<file path="src/rtl/gpio_edge_pkg.sv">
package gpio_edge_pkg;

    localparam int unsigned OFS_DIR = 32'h00;
    localparam int unsigned OFS_ODR = 32'h04;
    localparam int unsigned OFS_DAT = 32'h08;
    localparam int unsigned OFS_EVT = 32'h0C;
    localparam int unsigned OFS_MSK = 32'h10;
    localparam int unsigned OFS_CTL = 32'h14;

    localparam logic [1:0] SIZE_WORD = 2'b10;

    typedef enum logic [2:0] {
        SEL_NONE,
        SEL_DIR,
        SEL_ODR,
        SEL_DAT,
        SEL_EVT,
        SEL_MSK,
        SEL_CTL
    } reg_sel_e;

endpackage

</file>
<file path="src/rtl/gpio_reg_decode.sv">
module gpio_reg_decode
    import gpio_edge_pkg::*;
#(
    parameter int ADDR_W = 8
) (
    input  logic              bus_valid,
    input  logic [1:0]        bus_size,
    input  logic [ADDR_W-1:0] bus_addr,
    output reg_sel_e          sel
);

    always_comb begin
        sel = SEL_NONE;
        if (bus_valid && bus_size == SIZE_WORD) begin
            if      (bus_addr == ADDR_W'(OFS_DIR)) sel = SEL_DIR;
            else if (bus_addr == ADDR_W'(OFS_ODR)) sel = SEL_ODR;
            else if (bus_addr == ADDR_W'(OFS_DAT)) sel = SEL_DAT;
            else if (bus_addr == ADDR_W'(OFS_EVT)) sel = SEL_EVT;
            else if (bus_addr == ADDR_W'(OFS_MSK)) sel = SEL_MSK;
            else if (bus_addr == ADDR_W'(OFS_CTL)) sel = SEL_CTL;
        end
    end

endmodule

</file>
<file path="src/rtl/gpio_in_sync.sv">
module gpio_in_sync #(
    parameter int WIDTH = 32
) (
    input  logic             clk,
    input  logic             rst_n,
    input  logic [WIDTH-1:0] din,
    output logic [WIDTH-1:0] level,
    output logic [WIDTH-1:0] level_d
);

    logic [WIDTH-1:0] stage1;

    for (genvar i = 0; i < WIDTH; i++) begin : g_bit
        always_ff @(posedge clk or negedge rst_n) begin
            if (!rst_n) begin
                stage1[i]  <= 1'b0;
                level[i]   <= 1'b0;
                level_d[i] <= 1'b0;
            end else begin
                stage1[i]  <= din[i];
                level[i]   <= stage1[i];
                level_d[i] <= level[i];
            end
        end
    end

endmodule

</file>
<file path="src/rtl/gpio_event_unit.sv">
module gpio_event_unit #(
    parameter int WIDTH = 32
) (
    input  logic             clk,
    input  logic             rst_n,
    input  logic [WIDTH-1:0] level,
    input  logic [WIDTH-1:0] level_d,
    input  logic [WIDTH-1:0] dir,
    input  logic [WIDTH-1:0] ctl,
    input  logic             clr_en,
    input  logic [WIDTH-1:0] clr_mask,
    output logic [WIDTH-1:0] evt
);

    for (genvar i = 0; i < WIDTH; i++) begin : g_bit
        logic changed;
        logic falling;
        logic hit;
        logic cleared;

        assign changed = level[i] ^ level_d[i];
        assign falling = level_d[i] & ~level[i];
        assign hit     = ~dir[i] & (ctl[i] ? falling : changed);
        assign cleared = clr_en & clr_mask[i];

        always_ff @(posedge clk or negedge rst_n) begin
            if (!rst_n) evt[i] <= 1'b0;
            else        evt[i] <= hit | (evt[i] & ~cleared);
        end
    end

endmodule

</file>
<file path="src/rtl/gpio_edge_ctrl.sv">
module gpio_edge_ctrl
    import gpio_edge_pkg::*;
#(
    parameter int N_PINS = 32,
    parameter int ADDR_W = 8
) (
    input  logic              clk,
    input  logic              rst_n,
    input  logic              bus_valid,
    input  logic              bus_write,
    input  logic [1:0]        bus_size,
    input  logic [ADDR_W-1:0] bus_addr,
    input  logic [N_PINS-1:0] bus_wdata,
    output logic [N_PINS-1:0] bus_rdata,
    input  logic [N_PINS-1:0] pin_in,
    output logic [N_PINS-1:0] pin_out,
    output logic [N_PINS-1:0] pin_oe,
    output logic [N_PINS-1:0] pin_od,
    output logic              irq
);

    localparam int MSB = N_PINS - 1;

    reg_sel_e          sel;
    logic [N_PINS-1:0] in_reg;
    logic [N_PINS-1:0] lvl;
    logic [N_PINS-1:0] lvl_d;
    logic [N_PINS-1:0] dir_q;
    logic [N_PINS-1:0] odr_q;
    logic [N_PINS-1:0] dat_q;
    logic [N_PINS-1:0] evt_q;
    logic [N_PINS-1:0] msk_q;
    logic [N_PINS-1:0] ctl_q;
    logic              evt_clr;
    logic              dat_wr;

    gpio_reg_decode #(.ADDR_W(ADDR_W)) u_dec (
        .bus_valid (bus_valid),
        .bus_size  (bus_size),
        .bus_addr  (bus_addr),
        .sel       (sel)
    );

    // Pin n maps to register bit MSB-n.
    for (genvar n = 0; n < N_PINS; n++) begin : g_pin
        assign in_reg[MSB-n] = pin_in[n];
        assign pin_out[n]    = dat_q[MSB-n] & dir_q[MSB-n];
        assign pin_oe[n]     = dir_q[MSB-n];
        assign pin_od[n]     = odr_q[MSB-n];
    end

    gpio_in_sync #(.WIDTH(N_PINS)) u_sync (
        .clk     (clk),
        .rst_n   (rst_n),
        .din     (in_reg),
        .level   (lvl),
        .level_d (lvl_d)
    );

    assign evt_clr = bus_write && (sel == SEL_EVT);
    assign dat_wr  = bus_write && (sel == SEL_DAT);

    gpio_event_unit #(.WIDTH(N_PINS)) u_evt (
        .clk      (clk),
        .rst_n    (rst_n),
        .level    (lvl),
        .level_d  (lvl_d),
        .dir      (dir_q),
        .ctl      (ctl_q),
        .clr_en   (evt_clr),
        .clr_mask (bus_wdata),
        .evt      (evt_q)
    );

    always_ff @(posedge clk or negedge rst_n) begin
        if (!rst_n) begin
            dir_q <= '0;
            odr_q <= '0;
            msk_q <= '0;
            ctl_q <= '0;
        end else if (bus_write) begin
            case (sel)
                SEL_DIR: dir_q <= bus_wdata;
                SEL_ODR: odr_q <= bus_wdata;
                SEL_MSK: msk_q <= bus_wdata;
                SEL_CTL: ctl_q <= bus_wdata;
                default: ;
            endcase
        end
    end

    // Output bits hold; input bits follow the synchronized level.
    always_ff @(posedge clk or negedge rst_n) begin
        if (!rst_n)      dat_q <= '0;
        else if (dat_wr) dat_q <= bus_wdata;
        else             dat_q <= (dat_q & dir_q) | (lvl & ~dir_q);
    end

    assign irq = |(evt_q & msk_q);

    always_comb begin
        bus_rdata = '0;
        if (!bus_write) begin
            unique case (sel)
                SEL_DIR:  bus_rdata = dir_q;
                SEL_ODR:  bus_rdata = odr_q;
                SEL_DAT:  bus_rdata = dat_q;
                SEL_EVT:  bus_rdata = evt_q;
                SEL_MSK:  bus_rdata = msk_q;
                SEL_CTL:  bus_rdata = ctl_q;
                SEL_NONE: bus_rdata = '0;
                default:  bus_rdata = '0;
            endcase
        end
    end

endmodule

</file>
<file path="config.mk">
export PLATFORM = sky130hd
export DESIGN_NAME = gpio_edge_ctrl
export DESIGN_NICKNAME = d
export VERILOG_FILES = /design/src/rtl/gpio_edge_pkg.sv /design/src/rtl/gpio_reg_decode.sv /design/src/rtl/gpio_in_sync.sv /design/src/rtl/gpio_event_unit.sv /design/src/rtl/gpio_edge_ctrl.sv
export SDC_FILE = /design/constraint.sdc
export NUM_CORES = 1
export LEC_CHECK = 0
export ABC_AREA = 0
export ABC_CLOCK_PERIOD_IN_PS = 5500
export BUFFER_PORTS_ARGS = -buffer_cell sky130_fd_sc_hd__clkbuf_2
export CAP_MARGIN = 20
export CORE_MARGIN = 2
export CORE_UTILIZATION = 40
export CTS_CLUSTER_DIAMETER = 60
export DETAILED_ROUTE_END_ITERATION = 6
export PLACE_DENSITY = 0.69
export SKIP_LAST_GASP = 1
export SLEW_MARGIN = 20
export SYNTH_ARGS = -nofsm -noshare
export SYNTH_HDL_FRONTEND = slang
export SYNTH_SLANG_ARGS = --single-unit
</file>
<file path="constraint.sdc">
create_clock -name clk -period 5.5 [get_ports clk]
set_input_delay 0.55 -clock clk [delete_from_list [all_inputs] [get_ports clk]]
set_output_delay 0.55 -clock clk [all_outputs]
set_load 0.01 [all_outputs]
</file>
# == Yosys cells after proc, flatten, opt, wreduce, memory -nomap -nowiden ==
# Cells that the tools add are included.
# word_totals
ff_bits,288
word_cells,521
out_inout_bits,129
input_bits,78
# op_classes
muxes,42
bitwise_logic,325
reduce_logical,9
n_eq_ne,12
# ops
operator,count
$pmux W32 S6,1
$and A1 B1 Y1,160
$and A32 B32 Y32,3
$not A1 Y1,96
$mux W32,2
$mux W1,32
$not A32 Y32,1
$or A1 B1 Y1,32
$or A32 B32 Y32,1
$reduce_or A32 Y1,1
$xor A1 B1 Y1,32
$mux W3,7
$eq A8 B4 Y1 const B,2
$eq A8 B5 Y1 const B,2
$eq A3 B3 Y1 const B,3
$eq A8 B3 Y1 const B,1
$logic_not A8 Y1,1
$reduce_and A2 Y1,4
$eq A3 B2 Y1 const B,2
$eq A3 B1 Y1 const B,1
$logic_and A1 B1 Y1,3
$eq A2 B2 Y1 const B,1

# == Logic depth before layout (Yosys ltp) ==
# Gate-level depths: netlist (run 1).
# depth
ltp_word,14
ltp_mapped,7
depth_no_buf,5

# == By module ==
# Synthesis (run 1) repeated with hierarchy kept, for this count alone.
# unflattened
cells_unflattened,1057
area_unflattened_um2,13255.2
# by_module_without_submodules
mod,n_inst,cells_each,area_each_um2,seq_area_each_um2
gpio_edge_ctrl,1,693,8443.1,4003.8
gpio_in_sync,1,96,2402.3,2402.3
gpio_event_unit,1,259,2316.0,800.8
gpio_reg_decode,1,9,93.8,0.0

# == Worst setup path after synthesis (run 1) ==
# No wires, ideal clock.
# synth_path
kind,input port to output port
start,in bus_size[0]
end,out bus_rdata[14]
path_buffers,2
t_required_ns,4.950
slack_ns,2.752
arrival_time_ns,2.198
cell_stages,6
path_cell_list,or4b_1 > buf_2 > or4_1 > clkbuf_1 > nor2b_1 > a221o_1
# synth_via
elab_chain_cells,6
word_cells_on_any_way,11
classes_between,eq/ne: 7; mux: 3; reduce/logical: 1
# synth_rtl
element,line_no,rtl
from (decl),gpio_edge_ctrl.sv:11,"input logic [1:0] bus_size,"
$eq A2 B2 Y1 (*),gpio_reg_decode.sv:14,if (bus_valid && bus_size == SIZE_WORD) begin
$logic_and A1 B1 Y1 (*),gpio_reg_decode.sv:14,
$mux W3 (*),gpio_reg_decode.sv:14,
$eq A3 B3 Y1 (tied with other cells),gpio_edge_ctrl.sv:104,unique case (sel)
$pmux W32 S6 (*),gpio_edge_ctrl.sv:104,
$mux W32 (*),gpio_edge_ctrl.sv:103,if (!bus_write) begin
to (decl),gpio_edge_ctrl.sv:14,"output logic [N_PINS-1:0] bus_rdata,"
# Every way passes the cells marked *; elsewhere a longest branch is shown, timed or not.

# == Worst setup path in the final report (run 1) ==
# layout_path
start,in bus_size[0]
end,out bus_rdata[3]
# The elaborated chain is that of the path after synthesis.

==> key figures, run 1 <==
Synth
  • Post-synthesis sequential area ratio: 57.1%
  • Post-synthesis compound-gate area fraction: 9.22%
  • Synth Area in Adders: between 3 and 4%
  • Syn avg cell area: 13.0 µm²
  • Seq cells post-synth: around 290
  • Syn. warnings: 0
  • Synth unique cells: 35
  • Largest family of logic cells by synthesized area: multiplexers
  • Fraction of synthesized area in multiplexers: between 10% and 20%
  • Mapped Cells: about 1000
  • Xor/xnor share of the synthesized area: 0%
  • Post-synthesis cell area: about 13000 µm²
  • Simple-Gate Fraction of Synth Area: ~7.0%
  • Syn_nets: approximately 1100

Final layout
  • Syn-to-layout area delta: 20.4%
  • Most common cell after layout, fill and taps aside: dfrtp_1
  • Fillcell total: ~2800
  • Area occupied by multi-input gates: slightly below 5000 µm²
  • Most frequent cells in the layout: 288 x dfrtp_1, 204 x clkbuf_2, 106 x mux2_2, 74 x inv_1
  • Nets: approximately 1300
  • FF+latch area: 7210 µm²
  • Share of layout cells above drive strength 1: between 30 and 40%

Timing
  • Fin crit share: 64.1%
  • Final worst slack: between 1.5 and 2 ns
  • Final slew viol count: 0
  • Final hold violations: 0
  • Final clock skew: about 0.015 ns
  • Count of final setup violators: 0
  • Relative slew slack: a little over two fifths
  • Worst-Margin Slew: about 0.85 ns
  • Min Tclk post-route: 3.53 ns
  • Setup TNS: 0 ns
  • RSZ-0062 raised after global routing: no
  • Peak Freq: 284 MHz

Route
  • Vias per inst: between 5 and 6
  • Remaining DRCs: 0
  • Post-DRT Antenna Nets: 0
  • Routed wire length: approximately 34 mm
  • Via count: approximately 8600
  • Drt wl/cell: 21.1 µm
  • First-pass DRT Iterations: 4
  • Initial drt markers: roughly 570

Die
  • Boundary pin count: ~210
  • Die Y: approximately 180 µm
  • Num rows: 65
  • Die area: 33000 µm²
  • Initial Util: about two fifths
  • Core area: ~31000 µm²
  • Chip Width: ~180 µm

Pwr
  • Leak pwr: between 0.007 and 0.008 µW
  • Clk network pwr share: between 40 and 50%
  • VDD IR-drop max: ~0.24 mV
  • Sw power: about 1000 µW
  • Pwr dens: a little over 300 nW/µm²
  • Combinational share of power: approximately 4.8%
  • Cell internal pwr: roughly 3600 µW
  • Sw frac: a little under a quarter
  • Sequential share of power: ~48%

Global routing
  • First-pass GRT wire length: 52.2 mm
  • Number of global-route vias before repair: ~8800
  • Total GRT Usage: 20.7%
  • Pin count of the biggest net entering global routing: between 150 and 200
  • Antenna violations before repair: 2
  • Grt ovf: 0

Place
  • DP HPWL: 22.7 mm
  • Final Wtd Congestion: about 0.82
  • Pre-CTS WS: between 2 and 2.5 ns
  • I/O Buffers: just over 200

Worst setup path
  • Worst EP required: 4.95 ns
  • Start of the worst register-to-register path: u_sync.level[4]
  • Worst path max stage delay: roughly 0.64 ns
  • Critical-path cell list: clkbuf_2, nor4b_1, nand3_1, buf_4, nor3_2, buf_4, a221o_1, clkbuf_2
  • Crit. End Element: output pin
  • Crit Path Category: input port to output pin
  • Peak fanout along the critical path: 10
  • Crit start category: input port
  • Critical Path AT: between 2 and 3 ns
  • CP max-delay cell: nor4b_1
  • Reg2reg setup slack: 4.37 ns
  • Reg2Reg Depth: 4
  • Reg2reg end: u_evt.evt[4]

Clocking
  • Clock sink count: about 290
  • CTS Hold Bufs: 0
  • Skew-Pair Late Insertion Delay: roughly 0.50 ns
  • # resized after CTS: 0
  • Num CTS Buffers: 35
  • Clk root buf: clkbuf_16
  • CTS tree: yes
  • Worst-path clk slew: about 0.050 ns
  • Bufs on Longest Clock Path: 3
  • Setup Buffers After CTS: 0
  • H-tree lvl count: 2

Job
  • Maxcap violations: 0

Run status
  • Status: finished clean

Min path
  • Worst Hold Class: input port to asynchronous set/reset pin
==> through the flow <==
| stage | utilization (%) | power (µW) | hold slack (ns) | area (µm²) | instances |
|---|---|---|---|---|---|
| global route | 48.5 | 4770 | 0.0966 | 15200 | 1610 |
| global placement | 45.1 | 2460 | 0.332 | 14100 | 1549 |
| detailed placement | 45.1 | 2470 | 0.335 | 14100 | 1549 |
| floorplan | - | 2330 | 0.254 | 12600 | 971 |
| finish | 48.5 | 4600 | 0.0272 | 15200 | 1610 |
| CTS | 48.5 | 4650 | 0.0887 | 15200 | 1608 |
==> synthesized netlist by cell type <==
master    count  area, µm²
dfrtp_1     288       7210
o32ai_1       8       70.1
nand2_1      64        240
nor2_1       43        161
a22o_1       32        280
nand4_1       5       31.3
nor3b_1       1       7.51
or2_2         1       6.26
mux2_1        3       33.8
ha_1         32        400
nor4b_1       2       17.5
mux2i_1       8       80.1
or4_4         1       11.3
nor2b_1      13       81.3
nor3_1        3       15.0
a22oi_1      27        203
o21ai_0      32        160
inv_1        74        278
and4_1        1       8.76
a221o_1      13        130
mux2_2      106       1190
or4_1         2       15.0
buf_1         3       11.3
mux2_4       30        450
or4b_1        2       20.0
nor4_1        1       6.26
a21oi_1      64        320
clkbuf_1     25       93.8
nand3b_1      1       7.51
and2_1       32        200
mux4_2       32        721
buf_2        12       60.1
nor4_2        3       37.5
buf_6         4       45.0
nand3_1       3       15.0
==> power groups by stage <==
stage                     registers (µW)  clock network, µW  logic, µW
after floorplan                     2240                  0       99.2
after global placement              2240                  0        222
after detailed placement            2240                  0        227
after CTS                           2210               2220        228
after global routing                2210               2310        253
final                               2210               2170        222
==> critical path: cells and delay by family <==
kind	cells	cell delay, ns
compound gates	1	0.22
buf+inv	4	0.80
simple gates	3	1.39
==> worst max path at each step <==
stage | cells after the start | end | from
2_1_floorplan | 6 | bus_rdata[14] | bus_size[0]
4_1_cts | 8 | bus_rdata[3] | bus_size[0]
6_report | 8 | bus_rdata[3] | bus_size[0]
5_1_grt | 8 | bus_rdata[3] | bus_size[0]
3_3_place_gp | 8 | bus_rdata[3] | bus_size[0]
3_5_place_dp | 8 | bus_rdata[3] | bus_size[0]
==> final cells by class <==
type	count	share of cell area [%]
timing repair buffer	220	7.62
clock buffer	49	6.44
clock inverter	10	0.642
inverter	74	1.83
antenna	2	0.0329
tap	402	3.31
sequential	288	47.4
multi-input combinational	565	32.7
==> cell families (layout without fill, tap and decap cells) <==
group,count (synthesis),count (layout)
compound gates,176,176
simple gates,178,178
buf+inv,118,353
fa+ha+maj,32,32
other cells,0,2
flops,288,288
mux,179,179
==> layer usage <==
metal | wire, µm | GRT usage (%)
met2 | 16200 | 33.2
met1 | 15400 | 28.9
met5 | 0 | 0
met3 | 1700 | 3.87
met4 | 688 | 5.82
No activity file was read; power rests on OpenSTA's default activity.
==> inputs of run 2 (changes only) <==
--- a/config.mk
+++ b/config.mk
@@ -5,15 +5,15 @@
 export SDC_FILE = /design/constraint.sdc
 export NUM_CORES = 1
 export LEC_CHECK = 0
-export ABC_AREA = 0
-export ABC_CLOCK_PERIOD_IN_PS = 5500
+export ABC_AREA = 1
+export ABC_CLOCK_PERIOD_IN_PS = 3000
 export BUFFER_PORTS_ARGS = -buffer_cell sky130_fd_sc_hd__clkbuf_2
 export CAP_MARGIN = 20
 export CORE_MARGIN = 2
 export CORE_UTILIZATION = 40
 export CTS_CLUSTER_DIAMETER = 60
 export DETAILED_ROUTE_END_ITERATION = 6
-export PLACE_DENSITY = 0.69
+export PLACE_DENSITY = 0.71
 export SKIP_LAST_GASP = 1
 export SLEW_MARGIN = 20
 export SYNTH_ARGS = -nofsm -noshare
==> constraint.sdc (replaced) <==
create_clock -name clk -period 3 [get_ports clk]
set_input_delay 0.3 -clock clk [delete_from_list [all_inputs] [get_ports clk]]
set_output_delay 0.3 -clock clk [all_outputs]
set_load 0.01 [all_outputs]
==> run 2 against run 1 <==
Clock power up 73%. Die area up 0.46%. Sequential share of layout area down 1.4 points. Wire length up 12%. Design area up 2.9%. Largest cell class unchanged. Register-to-register slack worse by 2.5 ns. Combinational power up 100%. Non-clock buffer count up 58. Critical endpoint is now bus_rdata[1].
==> key figures, run 2 <==
Worst setup path
  • CP max-delay cell: nor2_4 (was nor4b_1)
  • Worst EP required: 2.70 ns (was 4.95 ns)
  • Reg2Reg Depth: 5 (was 4)
  • Most used cell, CP: nand2_1
  • Peak fanout along the critical path: 11 (was 10)
  • Critical-path cell list: clkbuf_2, inv_1, nand2_1, nor2_4, nand2_1, nand3_2, nand2_1, nor2_4, buf_4, nand3_1, nand3_1, nor2_1, nor2_1, clkbuf_2 (was clkbuf_2, nor4b_1, nand3_1, buf_4, nor3_2, buf_4, a221o_1, clkbuf_2)
  • Crit start category: input port (unchanged)
  • Worst path max stage delay: 0.46 ns (was 0.64 ns)
  • Critical Path AT: 2.41 ns (was 2.98 ns)
  • Crit Path Category: input port to output pin (unchanged)
  • Crit. End Element: output pin (unchanged)

Route
  • First-pass DRT Iterations: 6 (was 4)
  • Routed wire length: 38.1 mm (was 34.0 mm)
  • Via count: 11081 (was 8591)
  • Vias per inst: 5.15 (was 5.34)
  • Drt wl/cell: 17.7 µm (was 21.1 µm)
  • Initial drt markers: 1057 (was 566)
  • Post-DRT Antenna Nets: 0 (unchanged)
  • Remaining DRCs: 0 (unchanged)

Pwr
  • Tot Pwr: 8260 µW (was 4600 µW)
  • Pwr dens: 528 nW/µm² (was 302 nW/µm²)
  • VDD IR-drop max: 0.425 mV (was 0.238 mV)
  • Leak pwr: 0.00790 µW (was 0.00732 µW)

Synth
  • Post-synthesis compound-gate area fraction: 10.3% (was 9.22%)
  • Number of flops mapped to enable cells by yosys: 0 (unchanged)
  • Top cells by count, synth: 393 x nand2_1, 288 x dfrtp_1, 163 x nand3_1 (was 288 x dfrtp_1, 106 x mux2_2, 74 x inv_1)
  • Async S/R FF share, synth: 100% (unchanged)
  • Syn_nets: 1593 (was 1081)
  • Post-synthesis cell area: 12700 µm² (was 12600 µm²)
  • Post-synthesis sequential area ratio: 56.8% (was 57.1%)
  • Fraction of synthesized area in multiplexers: 0% (was 19.6%)
  • Post-synth top area share: 56.8% (was 57.1%)
  • Mapped Cells: 1483 (was 971)
  • Largest family of logic cells by synthesized area: simple AND/OR/NAND/NOR gates (was multiplexers)
  • Syn avg cell area: 8.55 µm² (was 13.0 µm²)
  • Synth area leaders: dfrtp_1 57%, nand2_1 12%, nand3_1 6.4% (was dfrtp_1 57%, mux2_2 9.5%, mux4_2 5.7%)
  • Ys flop type: dfrtp_1 (unchanged)
  • Synth Area in Adders: 3.16% (was 3.17%)
  • Post-synth top area cell: dfrtp_1 (unchanged)
  • Most common cell in the synthesized netlist: nand2_1 (was dfrtp_1)
  • Simple-Gate Fraction of Synth Area: 22.9% (was 6.99%)
  • Syn. warnings: 0 (unchanged)
  • Seq cells post-synth: 288 (unchanged)
  • Xor/xnor share of the synthesized area: 0% (unchanged)
  • Synth unique cells: 23 (was 35)

Place
  • Placed Area: 14300 µm² (was 14100 µm²)
  • DP HPWL: 25.2 mm (was 22.7 mm)
  • Final Wtd Congestion: 0.822 (was 0.823)
  • I/O Buffers: 206 (unchanged)

Timing
  • Final hold violations: 0 (unchanged)
  • Peak Freq: 369 MHz
  • Fin Hold WS: 0.0162 ns (was 0.0272 ns)
  • Min Tclk post-route: approximately 2.7 ns
  • RSZ-0062 raised after global routing: no (unchanged)
  • Final clock skew: 0.00810 ns (was 0.0153 ns)
  • Worst-Margin Slew: 0.714 ns (was 0.850 ns)
  • Relative slew slack: 52.4% (was 43.3%)
  • Setup TNS: 0 ns (unchanged)
  • Final slew viol count: 0 (unchanged)
  • Fin crit share: approximately 90%
  • Count of final setup violators: 0 (unchanged)

Die
  • Chip Width: 182 µm (about the same)
  • Boundary pin count: 207 (unchanged)
  • Die Y: 182 µm (about the same)
  • Die area: 33100 µm² (was 33000 µm²)
  • Num rows: 65 (unchanged)
  • Initial Util: 40.4% (was 40.3%)
  • Core area: 31400 µm² (was 31300 µm²)

Clocking
  • Clock sink count: 288 (unchanged)
  • Bufs on Longest Clock Path: 3 (unchanged)
  • Skew-Pair Late Insertion Delay: 0.56 ns (was 0.50 ns)
  • Worst-path clk slew: 0.06 ns (was 0.05 ns)
  • Num CTS Buffers: 31 (was 35)
  • CTS tree: yes (unchanged)
  • Clk root buf: clkbuf_16 (unchanged)
  • H-tree lvl count: 1 (was 2)

Global routing
  • Pin count of the biggest net entering global routing: 88 (was 152)
  • Total GRT Usage: 23.4% (was 20.7%)
  • Antenna violations before repair: 0 (was 2)
  • Grt ovf: 0 (unchanged)
  • First-pass GRT wire length: 61.0 mm (was 52.2 mm)
  • Number of global-route vias before repair: 11041 (was 8799)

Final layout
  • Area occupied by multi-input gates: 4650 µm² (was 4970 µm²)
  • FF+latch area: 7210 µm² (unchanged)
  • Nets: 1836 (was 1294)
  • Final core area utilization: 49.8% (was 48.5%)
  • Most common cell after layout, fill and taps aside: nand2_1 (was dfrtp_1)
  • Final Cell Area: 15600 µm² (was 15200 µm²)
  • Most frequent cells in the layout: 390 x nand2_1, 288 x dfrtp_1, 205 x clkbuf_2, 163 x nand3_1, 160 x o21ai_0 (was 288 x dfrtp_1, 204 x clkbuf_2, 106 x mux2_2, 74 x inv_1)
  • Syn-to-layout area delta: 23.4% (was 20.4%)
  • Fillcell total: 2976 (was 2809)
  • Ant. Diodes: 0 (was 2)
  • Share of layout cells above drive strength 1: 17.7% (was 37.1%)

Run status
  • Status: finished clean (unchanged)

Min path
  • Hold Crit Depth: 4
  • Worst Hold Class: input port to flop (was input port to asynchronous set/reset pin)

Job
  • Maxcap violations: 0 (unchanged)
[run 2: cell count changes after synthesis, sizes merged, moves of 69 or more]
cell and change:
nand2 +330, o21ai +160, mux2 -139, nor2 +69, nand3 +163, inv +69
[run 2: logic make-up after synthesis]
logic type | count (synthesis)
and+or+nand+nor | 693
DFF | 288
AOI/OAI and AO/OA | 259
buffers and inverters | 211
adders and majority gates | 32
[run 2: metal layers]
metal | vias up | global-route usage [%] | share of wire, %
met5 | - | 0 | 0
met4 | 0 | 6.65 | 2.7
met3 | 84 | 3.51 | 7.6
met2 | 454 | 38.3 | 47
met1 | 5247 | 32.5 | 43
li1 | 5296 | - | -
[run 2: final timing paths]
path	endpoint	slack [ns]	from
worst min-delay path	u_evt.evt[21]	0.02	bus_wdata[21]
min in group asynchronous	u_sync.stage1[8]	0.36	rst_n
max in group asynchronous	u_sync.level[27]	1.73	rst_n
worst min register to register	u_sync.level[15]	0.35	u_sync.stage1[15]
worst max register to register	u_evt.evt[10]	1.90	u_sync.level[10]
worst max-delay path	bus_rdata[1]	0.29	bus_addr[6]
[run 2: stage by stage]
step,setup slack [ns],instances
2_1_floorplan,0.994,1483
3_3_place_gp,0.368,2060
3_5_place_dp,0.343,2060
4_1_cts,0.325,2152
5_1_grt,0.0765,2152
6_report,0.290,2152
[run 2: what timing repair did]
| item | 4_1_cts | 5_1_grt |
|---|---|---|
| resized for setup | 0 | 0 |
| hold buffers | 35 | 0 |
| buffers inserted | 0 | 0 |
| hold endpoints to repair | 116 | 0 |
[run 2: cell type report]
type | instances | share of cell area, %
Clock buffer | 44 | 5.59
Sequential cell | 288 | 46.1
Tap cell | 402 | 3.21
Timing Repair Buffer | 278 | 11.2
Clock inverter | 13 | 0.760
Inverter | 143 | 3.43
Multi-Input combinational cell | 984 | 29.7
[run 2: report_power, final]
part	leakage [µW]	internal [µW]	switching (µW)	total, µW
Sequential	0.00356	3990	66.7	4060
Combinational	0.00384	173	276	449
Clock	0.000499	2190	1560	3750
Total	0.00790	6360	1900	8260
[run 2: worst max-delay path: cells and delay by family]
family,cells,cell delay (ns)
buffers and inverters,4,0.60
and+or+nand+nor,10,1.50
